**config.mk**
```make
export PLATFORM = sky130hd
export DESIGN_NAME = cart_bank_mapper
export DESIGN_NICKNAME = d
export VERILOG_FILES = /design/src/rtl/cbm_pkg.sv /design/src/rtl/cbm_ctrl_regs.sv /design/src/rtl/cbm_rom_xlate.sv /design/src/rtl/cbm_ram_xlate.sv /design/src/rtl/cart_bank_mapper.sv
export SDC_FILE = /design/constraint.sdc
export NUM_CORES = 1
export LEC_CHECK = 0
export BUFFER_PORTS_ARGS = -buffer_cell sky130_fd_sc_hd__buf_2
export CAP_MARGIN = 40
export CORE_UTILIZATION = 36
export CTS_CLUSTER_SIZE = 14
export DETAILED_ROUTE_END_ITERATION = 8
export PLACE_DENSITY = 0.79
export SETUP_SLACK_MARGIN = 0.5
export SLEW_MARGIN = 20
export SYNTH_ARGS = -nofsm -noshare
export SYNTH_HDL_FRONTEND = slang
export SYNTH_HIERARCHICAL = 1
export SYNTH_SLANG_ARGS = --single-unit
```
**constraint.sdc**
```tcl
create_clock -name clk -period 1.4 [get_ports clk]
set_clock_uncertainty 0.05 [all_clocks]
set_input_delay 0.35 -clock clk [delete_from_list [all_inputs] [get_ports clk]]
set_output_delay 0.35 -clock clk [all_outputs]
set_load 0.01 [all_outputs]
```
**src/rtl/cbm_pkg.sv**
```systemverilog
package cbm_pkg;
    parameter int LO_W        = 5;
    parameter int HI_W        = 2;
    parameter int ROM_BANK_W  = 7;
    parameter int ROM_OFS_W   = 14;
    parameter int RAM_OFS_W   = 13;
    parameter int RAM_BANK_W  = HI_W;
    parameter int SMALL_OFS_W = 11;
    parameter int STD_SHIFT   = 5;
    parameter int MC_SHIFT    = 4;
    parameter int LOG2_W      = $clog2(ROM_BANK_W + 1);
    parameter int ROM_AW      = ROM_BANK_W + ROM_OFS_W;
    parameter int RAM_AW      = RAM_BANK_W + RAM_OFS_W;

    typedef enum logic [1:0] {
        RAM_NONE  = 2'd0,
        RAM_SMALL = 2'd1,
        RAM_ONE   = 2'd2,
        RAM_FOUR  = 2'd3
    } ram_kind_e;

    typedef enum logic [1:0] {
        SEL_GATE = 2'd0,
        SEL_LO   = 2'd1,
        SEL_HI   = 2'd2,
        SEL_MODE = 2'd3
    } reg_sel_e;

    typedef struct packed {
        logic            ram_en;
        logic [LO_W-1:0] lo;
        logic [HI_W-1:0] hi;
        logic            mode;
    } bank_regs_t;
endpackage

```
**src/rtl/cbm_ctrl_regs.sv**
```systemverilog
module cbm_ctrl_regs
    import cbm_pkg::*;
(
    input  logic             clk,
    input  logic             rst_n,
    input  logic             wr,
    input  logic [2:0]       sel,
    input  logic [LO_W-1:0]  wdata,
    input  logic             multicart,
    output bank_regs_t       regs_q
);
    bank_regs_t      regs_d;
    logic [LO_W-1:0] lo_fix;
    reg_sel_e        which;

    assign which = reg_sel_e'(sel[1:0]);

    always_comb begin
        lo_fix = wdata;
        if (lo_fix == '0) lo_fix = LO_W'(1);
        if (multicart) lo_fix[LO_W-1] = 1'b0;

        regs_d = regs_q;
        if (wr && !sel[2]) begin
            unique case (which)
                SEL_GATE: regs_d.ram_en = (wdata[3:0] == 4'hA);
                SEL_LO:   regs_d.lo     = lo_fix;
                SEL_HI:   regs_d.hi     = wdata[HI_W-1:0];
                SEL_MODE: regs_d.mode   = wdata[0];
                default:  regs_d        = regs_q;
            endcase
        end
    end

    always_ff @(posedge clk) begin
        if (!rst_n) begin
            regs_q.ram_en <= 1'b0;
            regs_q.lo     <= LO_W'(1);
            regs_q.hi     <= '0;
            regs_q.mode   <= 1'b0;
        end else begin
            regs_q <= regs_d;
        end
    end


    hold_chk: assert property (@(posedge clk) disable iff (!rst_n)
        !(wr && !sel[2]) |=> $stable(regs_q));


    lo_nonzero_chk: assert property (@(posedge clk) disable iff (!rst_n)
        (wr && sel == 3'b001 && !multicart) |=> (regs_q.lo != '0));


    mc_lo_chk: assert property (@(posedge clk) disable iff (!rst_n)
        (wr && sel == 3'b001 && multicart) |=> !regs_q.lo[LO_W-1]);


    gate_off_chk: assert property (@(posedge clk) disable iff (!rst_n)
        (wr && sel == 3'b000 && wdata[3:0] != 4'hA) |=> !regs_q.ram_en);
endmodule

```
**src/rtl/cbm_rom_xlate.sv**
```systemverilog
module cbm_rom_xlate
    import cbm_pkg::*;
(
    input  logic              clk,
    input  logic              rst_n,
    input  bank_regs_t        regs,
    input  logic [14:0]       addr,
    input  logic [LOG2_W-1:0] rom_log2,
    input  logic              multicart,
    output logic [ROM_AW-1:0] rom_addr
);
    logic [ROM_BANK_W:0]   one_hot;
    logic [ROM_BANK_W:0]   mask_full;
    logic [ROM_BANK_W-1:0] mask;
    logic [ROM_BANK_W-1:0] hi_sh;
    logic [ROM_BANK_W-1:0] sw_bank;
    logic [ROM_BANK_W-1:0] fix_bank;
    logic [ROM_BANK_W-1:0] bank;

    always_comb begin
        one_hot   = (ROM_BANK_W + 1)'(1) << rom_log2;
        mask_full = one_hot - (ROM_BANK_W + 1)'(1);
        mask      = mask_full[ROM_BANK_W-1:0];
        hi_sh     = multicart ? (ROM_BANK_W'(regs.hi) << MC_SHIFT)
                              : (ROM_BANK_W'(regs.hi) << STD_SHIFT);
        sw_bank   = (ROM_BANK_W'(regs.lo) | hi_sh) & mask;
        fix_bank  = regs.mode ? (hi_sh & mask) : '0;
        bank      = addr[ROM_OFS_W] ? sw_bank : fix_bank;
        rom_addr  = {bank, addr[ROM_OFS_W-1:0]};
    end


    fixed_bank0_chk: assert property (@(posedge clk) disable iff (!rst_n)
        (!regs.mode && !addr[ROM_OFS_W]) |-> (rom_addr[ROM_AW-1:ROM_OFS_W] == '0));


    bank_range_chk: assert property (@(posedge clk) disable iff (!rst_n)
        (rom_log2 == '0) |-> (rom_addr[ROM_AW-1:ROM_OFS_W] == '0));
endmodule

```
**src/rtl/cbm_ram_xlate.sv**
```systemverilog
module cbm_ram_xlate
    import cbm_pkg::*;
(
    input  logic                 clk,
    input  logic                 rst_n,
    input  bank_regs_t           regs,
    input  logic [RAM_OFS_W-1:0] addr,
    input  logic [1:0]           kind_raw,
    output logic [RAM_AW-1:0]    ram_addr,
    output logic                 ram_mapped
);
    ram_kind_e             kind;
    logic [RAM_BANK_W-1:0] sel_bank;

    assign kind = ram_kind_e'(kind_raw);

    always_comb begin
        sel_bank   = regs.mode ? regs.hi : '0;
        ram_mapped = regs.ram_en && (kind != RAM_NONE);
        unique case (kind)
            RAM_SMALL: ram_addr = RAM_AW'(addr[SMALL_OFS_W-1:0]);
            RAM_ONE:   ram_addr = RAM_AW'(addr);
            RAM_FOUR:  ram_addr = {sel_bank, addr};
            default:   ram_addr = '0;
        endcase
    end


    small_ram_chk: assert property (@(posedge clk) disable iff (!rst_n)
        (kind == RAM_SMALL) |-> (ram_addr[RAM_AW-1:SMALL_OFS_W] == '0));


    one_bank_chk: assert property (@(posedge clk) disable iff (!rst_n)
        (kind == RAM_ONE) |-> (ram_addr[RAM_AW-1:RAM_OFS_W] == '0));


    no_ram_chk: assert property (@(posedge clk) disable iff (!rst_n)
        (kind == RAM_NONE) |-> !ram_mapped);
endmodule

```
**src/rtl/cart_bank_mapper.sv**
```systemverilog
module cart_bank_mapper
    import cbm_pkg::*;
(
    input  logic              clk,
    input  logic              rst_n,
    input  logic              bus_wr,
    input  logic [15:0]       bus_addr,
    input  logic [7:0]        bus_wdata,
    input  logic [LOG2_W-1:0] cfg_rom_log2,
    input  logic [1:0]        cfg_ram_kind,
    input  logic              cfg_multicart,
    output logic [ROM_AW-1:0] rom_addr,
    output logic [RAM_AW-1:0] ram_addr,
    output logic              ram_mapped
);
    bank_regs_t regs_q;
    logic       unused_wdata;

    assign unused_wdata = ^bus_wdata[7:LO_W];

    cbm_ctrl_regs u_regs (
        .clk       (clk),
        .rst_n     (rst_n),
        .wr        (bus_wr),
        .sel       (bus_addr[15:13]),
        .wdata     (bus_wdata[LO_W-1:0]),
        .multicart (cfg_multicart),
        .regs_q    (regs_q)
    );

    cbm_rom_xlate u_rom (
        .clk       (clk),
        .rst_n     (rst_n),
        .regs      (regs_q),
        .addr      (bus_addr[14:0]),
        .rom_log2  (cfg_rom_log2),
        .multicart (cfg_multicart),
        .rom_addr  (rom_addr)
    );

    cbm_ram_xlate u_ram (
        .clk        (clk),
        .rst_n      (rst_n),
        .regs       (regs_q),
        .addr       (bus_addr[RAM_OFS_W-1:0]),
        .kind_raw   (cfg_ram_kind),
        .ram_addr   (ram_addr),
        .ram_mapped (ram_mapped)
    );


    high_write_ignored_chk: assert property (@(posedge clk) disable iff (!rst_n)
        (bus_wr && bus_addr[15]) |=> $stable(regs_q));
endmodule

```
# Word level (Yosys, flattened, before mapping)
# Index checks and enable logic that the tools add are counted.
# totals
ff_bits,9
latch_bits,0
memories,0
out_inout_bits,37
ram_bits,0
romBits,0
# op_classes
n_reduce_logical,10
eq_ne,7
n_mul,0
order_cmp,0
add_sub_neg,1
n_div,0
shift,1
bitwise_logic,3
n_mux,7
# ops
cell,count
15-bit one-hot mux with 3 select lines,1
7-bit two-way mux,3
7-bit bitwise AND,2
2-bit == test (second input constant),4
2-bit AND reduction,4
5-bit by 7-bit OR with 7-bit output,1
1-bit by 3-bit left shift with 7-bit output (first input constant),1
7-bit by 1-bit subtractor with 7-bit output (second input constant),1
5-bit logical NOT,1
5-bit two-way mux,1
2-bit by 1-bit == test with 1-bit output (second input constant),2
4-bit == test (second input constant),1
1-bit logical AND,2
2-bit logical NOT,1
2-bit two-way mux,1
2-bit nonzero test,1
1-bit logical NOT,1
1-bit two-way mux,1

# Logic depth before layout (Yosys ltp)
# logic_depth
depth_word,5
depth_mapped,4
mapped_depth_nobuf,3

# Hierarchy
# The synthesis kept the hierarchy.
# modules_own_cells
module,seq_area_each_um2,cells_each,area_per_inst_um2,instances
cbm_ctrl_regs,180.2,40,402.9,1
cbm_rom_xlate,0.0,28,205.2,1
cbm_ram_xlate,0.0,18,138.9,1

# Least setup slack after synthesis
# Ideal clock, no wire load.
# synth_timing
kind,input to output
start,input port cfg_rom_log2[1]
end,output port rom_addr[14]
path_buffers,0
slack_ns,0.282
arrival_ns,0.718
stages,1
required_ns,1.000
cell_sequence,o311a_1
# synth_between
elab_chain_cells,5
# synth_rtl
element,line_no,text
start: declaration,cart_bank_mapper.sv:9,"input logic [LOG2_W-1:0] cfg_rom_log2,"
1-bit by 3-bit left shift with 7-bit output (*),cbm_rom_xlate.sv:21,one_hot = (ROM_BANK_W + 1)'(1) << rom_log2;
7-bit by 1-bit subtractor with 7-bit output (*),cbm_rom_xlate.sv:22,mask_full = one_hot - (ROM_BANK_W + 1)'(1);
7-bit bitwise AND,cbm_rom_xlate.sv:27,fix_bank = regs.mode ? (hi_sh & mask) : '0;
7-bit two-way mux,cbm_rom_xlate.sv:27,
7-bit two-way mux (*),cbm_rom_xlate.sv:28,bank = addr[ROM_OFS_W] ? sw_bank : fix_bank;
end: declaration,cart_bank_mapper.sv:12,"output logic [ROM_AW-1:0] rom_addr,"
# Mark *: on every way between the ends. The rest lies on a longest branch, timed or not.

# Final worst setup path
# layout_timing
start,register u_regs/regs_q[0] (netlist name)
end,output port rom_addr[20]
# layout_between
elab_chain_cells,2
# layout_rtl
element,line_no
7-bit two-way mux,cbm_rom_xlate.sv:27
7-bit two-way mux,cbm_rom_xlate.sv:28
# Every way passes these cells.

==> impl_metrics.env <==
export IMPL_totalPowerFinal_uw=841
export IMPL_regMostFlops="u_regs/regs_q"
export IMPL_multi_input_area_um2=534
export IMPL_fmax_mhz=700
export IMPL_drt_total_wl_mm=2.95
export IMPL_grt_pass1_wl_mm=3.66
export IMPL_cp_required_ns=1.00
export IMPL_rsz0062_at_grt="yes"
export IMPL_synth_top_area_cell="dfxtp_1"
export IMPL_finalSetupViolCount=3
export IMPL_synth_net_count=119
export IMPL_yosysWarningCount=6
export IMPL_synth_area_per_cell_um2=8.69
export IMPL_htreeDepth=1
export IMPL_synth_xor_area_frac=0
export IMPL_slew_viol_final=0
export IMPL_synth_cells=86
export IMPL_gp_congestion=0.779
export IMPL_synth_area_um2=747
export IMPL_final_cell_mix="buf_6, buf_2, o21a_1"
export IMPL_seq_area_um2=195
export IMPL_switching_share=0.288
export IMPL_final_common_cell="buf_6"
export IMPL_dieArea_mm2=0.00226
export IMPL_setup_ws_ns=-0.0279
export IMPL_start_util=0.381
export IMPL_path_max_fanout=5
export IMPL_synth_seq_cells=9
export IMPL_cts_buffer_depth=2
export IMPL_fill_cells=104
export IMPL_largest_register_ffs=9
export IMPL_yosys_top_cells_area="dfxtp_1, buf_4, o21a_1"
export IMPL_dpl_cell_area_mm2=0.00110
export IMPL_cts_buffers=3
export IMPL_nets=183
export IMPL_synthAdderAreaFrac=0
export IMPL_fin_crit_sh=1.02
export IMPL_relSlewSlack=0.796
export IMPL_avgRoutedWirePerCell_um=16.8
export IMPL_num_vias=917
export IMPL_cts_tree="built"
export IMPL_cts_hold_buffers_added=0
export IMPL_antenna_found_initial=0
export IMPL_worstSkewPairLatency_ns=0.27
export IMPL_final_hold_violation_count=0
export IMPL_violations="setup timing"
export IMPL_internal_power_uw=598
export IMPL_power_density_mw_per_mm2=524
export IMPL_p_comb_frac=0.441
export IMPL_maxCapViolCount=0
export IMPL_detailedPlace_worstSlack_ns=-0.0325
export IMPL_start_kind="flip-flop"
export IMPL_reg_top3="u_regs/regs_q (9)"
export IMPL_io_pins=70
export IMPL_arrival_ns=1.03
export IMPL_synth_top_family_by_area="simple AND/OR/NAND/NOR gates"
export IMPL_cts_sinks=9
export IMPL_rows=16
export IMPL_clk_pin_slew_ns=0.06
export IMPL_dr_first_iter_drc_count=12
export IMPL_grt_pass1_vias=833
export IMPL_p_switching_uw=242
export IMPL_end_kind="output pin"
export IMPL_ir_drop_v=0.000728
export IMPL_synth_compound_area_frac=0.229
export IMPL_dp_cells=166
export IMPL_hp_class="in -> reg"
export IMPL_grt_max_degree=13
export IMPL_fin_cells=176
export IMPL_cellLeakagePower_nw=0.703
export IMPL_grt_use_total=0.238
export IMPL_critPathKind="reg -> out"
export IMPL_worst_slew_pin_slew_ns=0.304
export IMPL_diodes=0
export IMPL_yosys_mux_area_fraction=0.0670
export IMPL_seq_area_frac_synth=0.241
export IMPL_design_area_mm2=0.00161
export IMPL_r2r_cells=2
export IMPL_hold_depth=2
export IMPL_drive_above_1_share=0.738
export IMPL_synth_top_area_frac=0.241
export IMPL_numPortBuffers=66
export IMPL_p_seq_frac=0.313
export IMPL_via_per_inst=5.21
export IMPL_dp_hpwl_mm=1.62
export IMPL_die_w_um=47.6
export IMPL_root_buffer="clkbuf_4"
export IMPL_die_h_um=47.6
export IMPL_drc=0
export IMPL_core_area_mm2=0.00196
export IMPL_drtPass1Iterations=4
export IMPL_layout_min_cycle_time_ns=1.43
export IMPL_synth_simple_area_share=0.276
export IMPL_synth_cell_types=32
export IMPL_area_delta_synth_final_pct=115
export IMPL_fin_util=0.818
export IMPL_clkPwrFrac=0.246
export IMPL_outcome="finished, violations left"
export IMPL_overflow=0
export IMPL_ant_nets=0
-- power by group through the flow --
stage | logic, mW | clock network [mW] | registers (mW)
final | 0.371 | 0.207 | 0.264
after CTS | 0.348 | 0.209 | 0.265
after global placement | 0.221 | 0 | 0.270
after floorplan | 0.131 | 0 | 0.268
after global routing | 0.389 | 0.235 | 0.264
after detailed placement | 0.227 | 0 | 0.270
-- Yosys cell counts --
| library cell | n |
|---|---|
| a21boi_1 | 1 |
| a21oi_1 | 1 |
| a22oi_1 | 1 |
| and2_1 | 2 |
| and3_2 | 1 |
| and4_1 | 2 |
| and4bb_1 | 1 |
| and4bb_2 | 1 |
| buf_4 | 15 |
| buf_6 | 2 |
| clkbuf_1 | 1 |
| dfxtp_1 | 9 |
| mux2i_1 | 5 |
| nand2_1 | 5 |
| nand2b_1 | 1 |
| nand3_1 | 3 |
| nand3b_1 | 1 |
| nand4b_1 | 1 |
| nor2_1 | 4 |
| nor2b_1 | 4 |
| nor3_2 | 1 |
| nor3b_2 | 1 |
| nor4_1 | 1 |
| nor4b_1 | 1 |
| nor4bb_1 | 1 |
| o211a_1 | 1 |
| o211ai_2 | 1 |
| o21a_1 | 12 |
| o21ai_0 | 3 |
| o21ai_1 | 1 |
| o221ai_1 | 1 |
| o311a_1 | 1 |
-- critical path, stage by stage, from the launching register on --
cell	delay, ns
dfxtp_4	0.37
o211ai_4	0.21
nor3_4	0.05
buf_2	0.13
-- layout make-up --
| type | count | area share |
|---|---|---|
| Tap cell | 27 | 0.0210 |
| Timing Repair Buffer | 77 | 0.508 |
| Sequential cell | 9 | 0.122 |
| Clock buffer | 4 | 0.0164 |
| Multi-Input combinational cell | 59 | 0.333 |
-- layer usage --
layer | share of wire | vias up | global-route usage
li1 | - | 428 | -
met1 | 0.36 | 439 | 0.233
met2 | 0.55 | 46 | 0.471
met3 | 0.083 | 4 | 0.0792
met4 | 0.0078 | 0 | 0.0667
met5 | 0 | - | 0
-- per-stage QoR --
| stage | TNS, ns | hold slack [ns] |
|---|---|---|
| floorplan | 0 | 0.392 |
| global placement | -0.00196 | 0.405 |
| detailed placement | -0.0382 | 0.418 |
| CTS | -0.0648 | 0.309 |
| global route | -0.239 | 0.314 |
| finish | -0.0628 | 0.328 |
-- final timing paths --
check	startpoint	to	slack (ns)
setup / recovery	u_regs/regs_q[0]	rom_addr[20]	-0.03
hold / removal	rst_n	u_regs/regs_q[3]	0.33
setup reg to reg	u_regs/regs_q[1]	u_regs/regs_q[1]	0.70
hold reg to reg	u_regs/regs_q[7]	u_regs/regs_q[7]	0.45
-- kinds of logic after synthesis --
logic type,Yosys count
AND/OR/NAND/NOR,31
AO/OA/AOI/OAI,23
buffers and inverters,18
flip-flops,9
multiplexers,5
-- repair_timing --
| action | 4_1_cts | 5_1_grt |
|---|---|---|
| gates cloned | 2 | 0 |
| buffers inserted | 4 | 0 |
| resized for setup | 70 | 15 |
| setup endpoints to repair | 46 | 46 |
| pin swaps | 13 | 7 |
(Power assumes the default switching activity.)
